File: src/rtl/ptimer_pkg.sv
`timescale 1ns/1ps
package ptimer_pkg;

    // Word select inside a timer slot (address bits 3:2)
    typedef enum logic [1:0] {
        REG_RELOAD = 2'd0,
        REG_COUNT  = 2'd1,
        REG_CTRL   = 2'd2,
        REG_CLEAR  = 2'd3
    } reg_sel_e;

    // Control byte bit positions
    localparam int CTRL_RUN_BIT = 7;
    localparam int CTRL_PER_BIT = 6;
    localparam int CTRL_PSC_LSB = 2;

    // Prescale codes
    typedef enum logic [1:0] {
        PSC_DIV1   = 2'd0,
        PSC_DIV16  = 2'd1,
        PSC_DIV256 = 2'd2,
        PSC_SPARE  = 2'd3
    } psc_e;

    typedef struct packed {
        logic run;
        logic reload_mode;
        psc_e psc;
    } tmr_ctrl_t;

    localparam int PRE_W = 8;

    // Last prescaler value before a counting step is issued
    function automatic logic [PRE_W-1:0] psc_terminal(input psc_e p);
        case (p)
            PSC_DIV16:  return PRE_W'(15);
            PSC_DIV256: return PRE_W'(255);
            default:    return '0;
        endcase
    endfunction

    function automatic tmr_ctrl_t ctrl_from_byte(input logic [7:0] b);
        tmr_ctrl_t c;
        c.run         = b[CTRL_RUN_BIT];
        c.reload_mode = b[CTRL_PER_BIT];
        c.psc         = psc_e'(b[CTRL_PSC_LSB +: 2]);
        return c;
    endfunction

    function automatic logic [7:0] ctrl_to_byte(input tmr_ctrl_t c);
        logic [7:0] b;
        b = '0;
        b[CTRL_RUN_BIT]      = c.run;
        b[CTRL_PER_BIT]      = c.reload_mode;
        b[CTRL_PSC_LSB +: 2] = c.psc;
        return b;
    endfunction

endpackage

File: src/rtl/ptimer_prescaler.sv
`timescale 1ns/1ps
module ptimer_prescaler
    import ptimer_pkg::*;
(
    input  logic clk,
    input  logic rst,
    input  logic run,
    input  logic restart,
    input  psc_e psc,
    output logic tick
);

    logic [PRE_W-1:0] pre_q;
    logic [PRE_W-1:0] pre_end;

    assign pre_end = psc_terminal(psc);
    // The control write cycle never issues a step
    assign tick    = run && !restart && (pre_q == pre_end);

    always_ff @(posedge clk) begin
        if (rst || restart || !run) begin
            pre_q <= '0;
        end else if (pre_q == pre_end) begin
            pre_q <= '0;
        end else begin
            pre_q <= pre_q + PRE_W'(1);
        end
    end

endmodule

File: src/rtl/ptimer_channel.sv
`timescale 1ns/1ps
module ptimer_channel
    import ptimer_pkg::*;
#(
    parameter int CNT_W  = 16,
    parameter int DATA_W = 32
) (
    input  logic              clk,
    input  logic              rst,
    input  logic              wr_en,
    input  reg_sel_e          reg_sel,
    input  logic [DATA_W-1:0] wdata,
    output logic [DATA_W-1:0] rdata,
    output logic              irq,
    output logic              tick_o,
    output logic              expire_o,
    output logic [CNT_W-1:0]  count_o
);

    logic [CNT_W-1:0] reload_q;
    logic [CNT_W-1:0] count_q;
    tmr_ctrl_t        ctrl_q;
    logic             irq_q;

    logic wr_reload, wr_count, wr_ctrl, wr_clear;
    logic tick, at_end, expire;
    logic unused_wdata_hi;

    assign wr_reload = wr_en && (reg_sel == REG_RELOAD);
    assign wr_count  = wr_en && (reg_sel == REG_COUNT);
    assign wr_ctrl   = wr_en && (reg_sel == REG_CTRL);
    assign wr_clear  = wr_en && (reg_sel == REG_CLEAR);

    assign unused_wdata_hi = ^wdata[DATA_W-1:CNT_W];

    ptimer_prescaler u_pre (
        .clk     (clk),
        .rst     (rst),
        .run     (ctrl_q.run),
        .restart (wr_ctrl),
        .psc     (ctrl_q.psc),
        .tick    (tick)
    );

    // Expiry: periodic mode at 1 (or 0) reloads, free mode wraps out of 0
    assign at_end = ctrl_q.reload_mode ? (count_q <= CNT_W'(1))
                                       : (count_q == '0);
    assign expire = tick && !wr_count && at_end;

    always_ff @(posedge clk) begin
        if (rst) begin
            reload_q <= '0;
            ctrl_q   <= '0;
        end else begin
            if (wr_reload) reload_q <= wdata[CNT_W-1:0];
            if (wr_ctrl)   ctrl_q   <= ctrl_from_byte(wdata[7:0]);
        end
    end

    always_ff @(posedge clk) begin
        if (rst) begin
            count_q <= '0;
        end else if (wr_count) begin
            count_q <= wdata[CNT_W-1:0];
        end else if (tick) begin
            if (ctrl_q.reload_mode && (count_q <= CNT_W'(1))) begin
                count_q <= reload_q;
            end else begin
                count_q <= count_q - CNT_W'(1);
            end
        end
    end

    // Sticky interrupt: a fresh expiry beats a simultaneous clear
    always_ff @(posedge clk) begin
        if (rst) begin
            irq_q <= 1'b0;
        end else if (expire) begin
            irq_q <= 1'b1;
        end else if (wr_clear) begin
            irq_q <= 1'b0;
        end
    end

    always_comb begin
        case (reg_sel)
            REG_RELOAD: rdata = DATA_W'(reload_q);
            REG_COUNT:  rdata = DATA_W'(count_q);
            REG_CTRL:   rdata = DATA_W'(ctrl_to_byte(ctrl_q));
            default:    rdata = '0;
        endcase
    end

    assign irq      = irq_q;
    assign tick_o   = tick;
    assign expire_o = expire;
    assign count_o  = count_q;

endmodule

File: src/rtl/ptimer_decode.sv
`timescale 1ns/1ps
module ptimer_decode
    import ptimer_pkg::*;
#(
    parameter int NUM_TIMERS = 3,
    parameter int ADDR_W     = 12,
    parameter int STRIDE_LSB = 8
) (
    input  logic [ADDR_W-1:0]     addr,
    input  logic                  we,
    output logic [NUM_TIMERS-1:0] slot_hit,
    output logic [NUM_TIMERS-1:0] wr_strobe,
    output reg_sel_e              reg_sel
);

    localparam int SLOT_W = ADDR_W - STRIDE_LSB;

    logic [SLOT_W-1:0] slot;
    logic              inner_ok;

    assign slot     = addr[ADDR_W-1:STRIDE_LSB];
    assign inner_ok = (addr[STRIDE_LSB-1:4] == '0) && (addr[1:0] == 2'b00);
    assign reg_sel  = reg_sel_e'(addr[3:2]);

    for (genvar i = 0; i < NUM_TIMERS; i++) begin : g_slot
        assign slot_hit[i]  = inner_ok && (slot == SLOT_W'(i));
        assign wr_strobe[i] = we && slot_hit[i];
    end

endmodule

File: src/rtl/tick_timer_bank.sv
`timescale 1ns/1ps
module tick_timer_bank
    import ptimer_pkg::*;
#(
    parameter int NUM_TIMERS = 3,
    parameter int CNT_W      = 16,
    parameter int ADDR_W     = 12,
    parameter int DATA_W     = 32,
    parameter int STRIDE_LSB = 8
) (
    input  logic                  clk,
    input  logic                  rst,
    input  logic [ADDR_W-1:0]     bus_addr,
    input  logic                  bus_we,
    input  logic [DATA_W-1:0]     bus_wdata,
    output logic [DATA_W-1:0]     bus_rdata,
    output logic [NUM_TIMERS-1:0] irq
);

    logic [NUM_TIMERS-1:0]             slot_hit;
    logic [NUM_TIMERS-1:0]             wr_strobe;
    reg_sel_e                          reg_sel;
    logic [NUM_TIMERS-1:0][DATA_W-1:0] ch_rdata;
    logic [NUM_TIMERS-1:0]             ch_tick;
    logic [NUM_TIMERS-1:0]             ch_expire;
    logic [NUM_TIMERS-1:0][CNT_W-1:0]  ch_count;

    ptimer_decode #(
        .NUM_TIMERS (NUM_TIMERS),
        .ADDR_W     (ADDR_W),
        .STRIDE_LSB (STRIDE_LSB)
    ) u_dec (
        .addr      (bus_addr),
        .we        (bus_we),
        .slot_hit  (slot_hit),
        .wr_strobe (wr_strobe),
        .reg_sel   (reg_sel)
    );

    for (genvar i = 0; i < NUM_TIMERS; i++) begin : g_tmr
        ptimer_channel #(
            .CNT_W  (CNT_W),
            .DATA_W (DATA_W)
        ) u_ch (
            .clk      (clk),
            .rst      (rst),
            .wr_en    (wr_strobe[i]),
            .reg_sel  (reg_sel),
            .wdata    (bus_wdata),
            .rdata    (ch_rdata[i]),
            .irq      (irq[i]),
            .tick_o   (ch_tick[i]),
            .expire_o (ch_expire[i]),
            .count_o  (ch_count[i])
        );
    end

    always_comb begin
        bus_rdata = '0;
        for (int i = 0; i < NUM_TIMERS; i++) begin
            if (slot_hit[i]) bus_rdata = bus_rdata | ch_rdata[i];
        end
    end

endmodule

File: config.mk
export PLATFORM = sky130hd
export DESIGN_NAME = tick_timer_bank
export DESIGN_NICKNAME = d
export VERILOG_FILES = /design/src/rtl/ptimer_pkg.sv /design/src/rtl/ptimer_prescaler.sv /design/src/rtl/ptimer_channel.sv /design/src/rtl/ptimer_decode.sv /design/src/rtl/tick_timer_bank.sv
export SDC_FILE = /design/constraint.sdc
export NUM_CORES = 1
export LEC_CHECK = 0
export ABC_AREA = 1
export CAP_MARGIN = 20
export CORE_UTILIZATION = 50
export CTS_BUF_LIST = sky130_fd_sc_hd__clkbuf_8
export DETAILED_ROUTE_END_ITERATION = 10
export PLACE_DENSITY = 0.74
export SYNTH_ARGS = -nofsm -noshare
export SYNTH_HDL_FRONTEND = slang
export SYNTH_HIERARCHICAL = 1
export SYNTH_SLANG_ARGS = --single-unit
File: constraint.sdc
create_clock -name clk -period 4.15 [get_ports clk]
set_input_delay 1.245 -clock clk [delete_from_list [all_inputs] [get_ports clk]]
set_output_delay 1.245 -clock clk [all_outputs]
set_load 0.005 [all_outputs]
==> results of run 1 <==
-- what timing repair did --
item / CTS / global route
gates cloned: 2 / 0
buffers inserted: 2 / 7
pin swaps: 9 / 6
endpoints found under the setup margin: 16 / 3
gates resized for setup: 50 / 14
-- where the power goes --
part           internal [W]  total [W]  leakage [nW]  switching [W]
combinational     0.0000577   0.000168          3.36       0.000111
sequential          0.00129    0.00129          1.09    0.000000163
clock              0.000453   0.000945         0.181       0.000492
total               0.00181    0.00241          4.62       0.000603
-- area by class of cell --
class                           instances  share of cell area
Clock inverter                          7             0.00292
Sequential cell                       135               0.243
Inverter                              201              0.0695
Timing Repair Buffer                   98              0.0880
Clock buffer                           21              0.0259
Tap cell                              260              0.0292
Multi-Input combinational cell       1138               0.542
-- routing by layer --
metal,part of all wire,GRT usage,up-vias
met3,0.098,0.0619,71
li1,-,-,4951
met1,0.42,0.363,4441
met5,0,0,-
met4,0.034,0.123,0
met2,0.45,0.442,420
-- state kept, by name (all words and copies together), names as in the netlist --
| signal | count |
|---|---|
| g_tmr.u_ch/irq | 3 |
| g_tmr.u_ch/u_pre/pre_q | 24 |
| g_tmr.u_ch/ctrl_q | 12 |
| g_tmr.u_ch/reload_q | 48 |
| g_tmr.u_ch/count_o | 48 |
-- per-stage QoR --
step / cells / setup WS (ps) / hold slack (ps)
after floorplan: 1575 / 763 / 441
after global placement: 1821 / -310 / 460
after detailed placement: 1821 / -323 / 468
after CTS: 1853 / -90.2 / 483
after global routing: 1860 / -21.1 / 507
final: 1860 / 35.9 / 484
-- final timing paths --
path	to	slack, ps	cells after the start
worst min register to register	g_tmr[2].u_ch/irq	480	2
worst min-delay path	g_tmr[2].u_ch/irq	480	2
worst max-delay path	bus_rdata[11]	40	9
worst max register to register	g_tmr[0].u_ch/count_o[7]	1840	11
-- cell usage in the layout, fill, tap and decap left out, drive strengths merged, types with 13 or more instances in the layout --
| cell type | n |
|---|---|
| inv | 194 |
| buf | 49 |
| conb | 48 |
| nand4 | 27 |
| dlygate4sd2 | 13 |
| xnor2 | 15 |
| o21ai | 72 |
| dfxtp | 135 |
| clkdlybuf4s50 | 28 |
| ha | 15 |
| nor2 | 241 |
| nand3 | 180 |
| clkbuf | 21 |
| a211oi | 36 |
| clkinv | 14 |
| o22ai | 21 |
| nand2 | 384 |
| a21oi | 75 |
-- critical path: cells and delay by family --
family,cells,cell delay (ps)
buffers and inverters,4,960
and+or+nand+nor,5,650
==> impl_results.md, run 1 <==
- Layout cells sized above 1: 0.171
- WP data required: 2900 ps
- Ant diodes: 0
- CP Launch Type: input port
- Hold WC Path Type: reg2reg
- Post-route ant nets: 0
- Core Rows: 50
- Max Clock Skew: 12.1 ps
- Final Cell Area: 11100 um2
- CTS buffer count: 17
- # DRC: 0
- Sequential standard cell area: 2700 um2
- Clock sink count: 135
- Clock tree buffer depth: 2
- # setup viols final: 0
- Worst Max-Slew Pin Slew: 690 ps
- Total wire length: 27600 um
- Fin. Hold Viols: 0
- Final min period: 4110 ps
- Final Util: 0.586
- Slew HR: 0.539
- H-tree depth: 4
- Initial antenna violation count: 0
- Max frequency: 243 MHz
- Chip Height: 142 um
- Area of the multi-input gates: 6040 um2
- Pwr Density: 216 nW/um2
- Leakage: 4.62 nW
- Hpwl dp: 19800 um
- Setup_tns: 0 ps
- DR WL/cell: 14.8 um
- Clock latency on the worst-skew pair: 450 ps
- Drt via density: 5.31
- Core ar.: 19000 um2
- Largest net degree at the start of global routing: 49
- Crit-path cells: clkdlybuf4s50_1 -> nor2_2 -> nand3_4 -> nor2_4 -> buf_12 -> buf_4 -> nand2_1 -> nand3_1 -> dlygate4sd2_1
- Period utilisation layout: 0.991
- Root Buffer: clkbuf_8
- Cell at the slowest stage of the critical path: clkdlybuf4s50_1
- I/O Buffers: 49
- Critical Path Fanout Max: 8
- Area of the die: 20300 um2
- Width of the die: 142 um
- Via count: 9883
- Area after DPL: 10500 um2
- Outcome: complete, no violations
- Area growth, synth to finish: 13.2%
- Vias in the first global route: 8945
- Pwr Total: 0.00241 W
- IO Count: 82
- CTS tree: built
- GRT Overall Usage: 0.279
- Slew Limit Fails: 0
- Cts hold-fix bufs: 0
- RePlAce Congestion: 0.976
- FF-to-FF Start: g_tmr[0].u_ch/ctrl_q[0]
- Worst Min Path Start: g_tmr[2].u_ch/irq
- Pre-antenna DRT Iters: 6
- Fin nets: 1653
- Initial core utilization: 0.518
- Crit path largest cell delay: 430 ps
- Syn. warnings: 6
- Global-route wire length before repair: 44400 um
- IR drop worst, VDD: 0.000178 V
- CP startpoint: bus_addr[6]
- DR iter-0 viols: 910
- Crit. End Element: primary output
- RSZ-0062 raised after global routing: yes
- Fillers: 1858
- Clock transition at path regs: 80 ps
- Number of cells produced by synthesis: 1530
- Mean Syn Cell Area: 6.44 um2
- Setup CP Type: in2out
- WP data arrival: 2870 ps
- Post-Syn Area: 9850 um2
- Max Cap Viol: 0
- GRT overflow: 0
No activity file was read; power rests on OpenSTA's default activity.
==> run 2: changes to the inputs <==
Settings changed: CORE_UTILIZATION 50 to 55, PLACE_DENSITY 0.74 to 0.83, SLEW_MARGIN set to 0.
Clock period 4.15 ns to 3.48 ns, I/O delays scaled along.
==> run 2 against run 1 <==
The flow now finishes with violations (negative setup slack). Sequential power grew 19%. Non-clock buffer count up 26. Count of clock-buffer cells in the layout fell by 2. Final cell count decreased by 0.27%. Sequential share of layout area decreased by 0.73 points. Worst hold slack lost 2.2 ps. Clock power increased by 54%. Total power is 33% higher. Register-to-register slack got worse by 560 ps. Largest cell class unchanged. Critical path type unchanged. Combinational power rose by 21%. Global-route usage up 4.2 points. Highest routed layer unchanged. Sequential cell count stayed put.
==> impl_results.md, run 2 (synthesis gave the netlist of run 1 again) <==
- Outcome: complete, but fails checks (was complete, no violations)
- Failing checks: negative setup slack
- I/O Buffers: 49 (unchanged)
- WP data arrival: 2450 ps (was 2870 ps)
- H-tree depth: 4 (unchanged)
- Clock transition at path regs: 80 ps (about the same)
- M1 wire length: 11600 um (about the same)
- Setup CP Type: in2out (unchanged)
- Worst Max-Slew Pin Slew: 764 ps (was 690 ps)
- Fin. Hold Viols: 0 (unchanged)
- Commonest non-fill, non-tap cell in the layout: nand2_1 (unchanged)
- IO Count: 82 (unchanged)
- Critical Path Fanout Max: 6 (was 8)
- # DRC: 0 (unchanged)
- IR drop worst, VDD: 0.000205 V (was 0.000178 V)
- Final min period: 3490 ps
- Largest net degree at the start of global routing: 49 (unchanged)
- Clock power frac: 0.455 (was 0.393)
- Slew HR: 0.489 (was 0.539)
- Clock tree buffer depth: 2 (unchanged)
- Pwr Density: 279 nW/um2 (was 216 nW/um2)
- Crit-path cells: clkbuf_2 -> buf_12 -> inv_2 -> nor2_4 -> clkinv_4 -> clkbuf_2 -> o22ai_1 -> buf_4 -> nand2_1 -> nand3_1 -> buf_2 (was clkdlybuf4s50_1 -> nor2_2 -> nand3_4 -> nor2_4 -> buf_12 -> buf_4 -> nand2_1 -> nand3_1 -> dlygate4sd2_1)
- Vias in the first global route: 9622 (was 8945)
- Hpwl dp: 20400 um (was 19800 um)
- Period utilisation layout: 1.00
- Drt via density: 5.63 (was 5.31)
- Layout cells sized above 1: 0.203 (was 0.171)
- Commonest non-fill, non-tap cells in the layout: 352 x nand2_1, 209 x nor2_1, 155 x inv_1 (was 361 x nand2_1, 208 x nor2_1, 155 x inv_1)
- Pre-antenna DRT Iters: 6 (unchanged)
- Switch Pwr: 0.000782 W (was 0.000603 W)
- Root Buffer: clkbuf_8 (unchanged)
- Max Clock Skew: 12.8 ps (was 12.1 ps)
- Part of the power in registers: 0.481 (was 0.538)
- DR iter-0 viols: 1069 (was 910)
- Post-route ant nets: 0 (unchanged)
- Highest Signal Layer: met4 (unchanged)
- Pwr Total: 0.00321 W (was 0.00241 W)
- Hold slack: 481 ps (was 484 ps)
- GRT Overall Usage: 0.321 (was 0.279)
- Slew Limit Fails: 0 (unchanged)
- Core ar.: 17400 um2 (was 19000 um2)
- Hold WC Path Type: reg2reg (unchanged)
- Leakage: 4.78 nW (was 4.62 nW)
- Max frequency: 286 MHz
- DR WL/cell: 15.9 um (was 14.8 um)
- Chip Height: 136 um (was 142 um)
- Area of the die: 18400 um2 (was 20300 um2)
- Clock latency on the worst-skew pair: 470 ps (was 450 ps)
- Fin nets: 1679 (was 1653)
- Fillers: 1463 (was 1858)
- CP Launch Type: input port (unchanged)
- Area after DPL: 10600 um2 (was 10500 um2)
- Crit. End Element: primary output (unchanged)
- Ant diodes: 0 (unchanged)
- Total wire length: 29500 um (was 27600 um)
- Max Cap Viol: 0 (unchanged)
- GRT overflow: 0 (unchanged)
- Area growth, synth to finish: 16.7% (was 13.2%)
- Via count: 10400 (was 9883)
- Setup slack after layout: -13.2 ps (was 35.9 ps)
- CTS buffer count: 17 (unchanged)
- Initial core utilization: 0.565 (was 0.518)
- Crit path largest cell delay: 180 ps (was 430 ps)
- Met3 Wirelength: 2990 um (was 2700 um)
- Core Rows: 48 (was 50)
- Global-route wire length before repair: 46100 um (was 44400 um)
- Crit path top cell by count: clkbuf_2
- Sw Ratio: 0.244 (was 0.250)
- Initial antenna violation count: 0 (unchanged)
- Cell at the slowest stage of the critical path: buf_4 (was clkdlybuf4s50_1)
- Width of the die: 136 um (was 142 um)
- RePlAce Congestion: 0.913 (was 0.976)
- Clock sink count: 135 (unchanged)
- Routed length on met2: 13400 um (was 12300 um)
- WP data required: 2440 ps (was 2900 ps)
- Int Power: 0.00243 W (was 0.00181 W)
- # setup viols final: 1 (was 0)
- Gate power share: 0.063 (was 0.070)
- Final Cell Area: 11500 um2 (was 11100 um2)
- CTS tree: built (unchanged)
[run 2: changes by cell type in the layout (fill, tap and decap cells not counted), sizes merged, moves of 4 or more]
cell and change:
buf +38, dlygate4sd2 -9, clkdlybuf4s15 +8, clkdlybuf4s50 -8, dlymetal6s2s -5, bufinv +4
clkinvlp +4
[run 2: per-stage QoR]
| step | setup TNS [ps] | worst slack (ps) | std cells | utilization |
|---|---|---|---|---|
| finish | -13.2 | -13.2 | 1855 | 0.660 |
| detailed placement | -7470 | -541 | 1796 | 0.608 |
| global placement | -7230 | -513 | 1796 | 0.608 |
| global route | -29.9 | -29.9 | 1855 | 0.660 |
| CTS | 0 | 0.181 | 1851 | 0.656 |
| floorplan | 0 | 495 | 1575 | - |
[run 2: per-layer routing]
| metal | vias up | track usage |
|---|---|---|
| met3 | 133 | 0.0793 |
| met5 | - | 0 |
| met4 | 0 | 0.189 |
| met2 | 561 | 0.516 |
| li1 | 5018 | - |
| met1 | 4724 | 0.386 |
[run 2: final timing paths]
check                               start                            to  slack, ps  depth (start not counted)
max                           bus_addr[2]                  bus_rdata[1]        -10                         11
max reg2reg       g_tmr[0].u_ch/ctrl_q[0]      g_tmr[0].u_ch/count_o[6]       1280                         12
min          g_tmr[2].u_ch/u_pre/pre_q[0]  g_tmr[2].u_ch/u_pre/pre_q[0]        480                          1
min reg2reg  g_tmr[2].u_ch/u_pre/pre_q[0]  g_tmr[2].u_ch/u_pre/pre_q[0]        480                          1
[run 2: critical path: cells and delay by family]
kind,cells,cell delay (ps)
AO/OA/AOI/OAI,1,170
buffers and inverters,7,900
AND/OR/NAND/NOR,3,300
[run 2: timing repair]
action,in CTS,in global routing
cloned,3,0
endpoints found under the hold margin,0,0
resized for setup,127,23
setup endpoints to repair,16,16
pin swaps,17,3
hold buffers,0,0
buffers inserted,20,5
[run 2: layout make-up]
| class | count | area, um2 | area share |
|---|---|---|---|
| Multi-Input combinational cell | 1138 | 6100 | 0.531 |
| Sequential cell | 135 | 2700 | 0.235 |
| Timing Repair Buffer | 124 | 1200 | 0.105 |
| Inverter | 201 | 759 | 0.0661 |
| Tap cell | 225 | 282 | 0.0245 |
| Clock buffer | 19 | 262 | 0.0228 |
| Clock inverter | 13 | 180 | 0.0157 |
[run 2: power groups by stage]
stage | combinational [W] | sequential (W) | clock, W
finish | 0.000203 | 0.00154 | 0.00146
global route | 0.000211 | 0.00154 | 0.00154
CTS | 0.000188 | 0.00154 | 0.00148
detailed placement | 0.000172 | 0.00158 | 0
global placement | 0.000170 | 0.00158 | 0
floorplan | 0.000111 | 0.00158 | 0
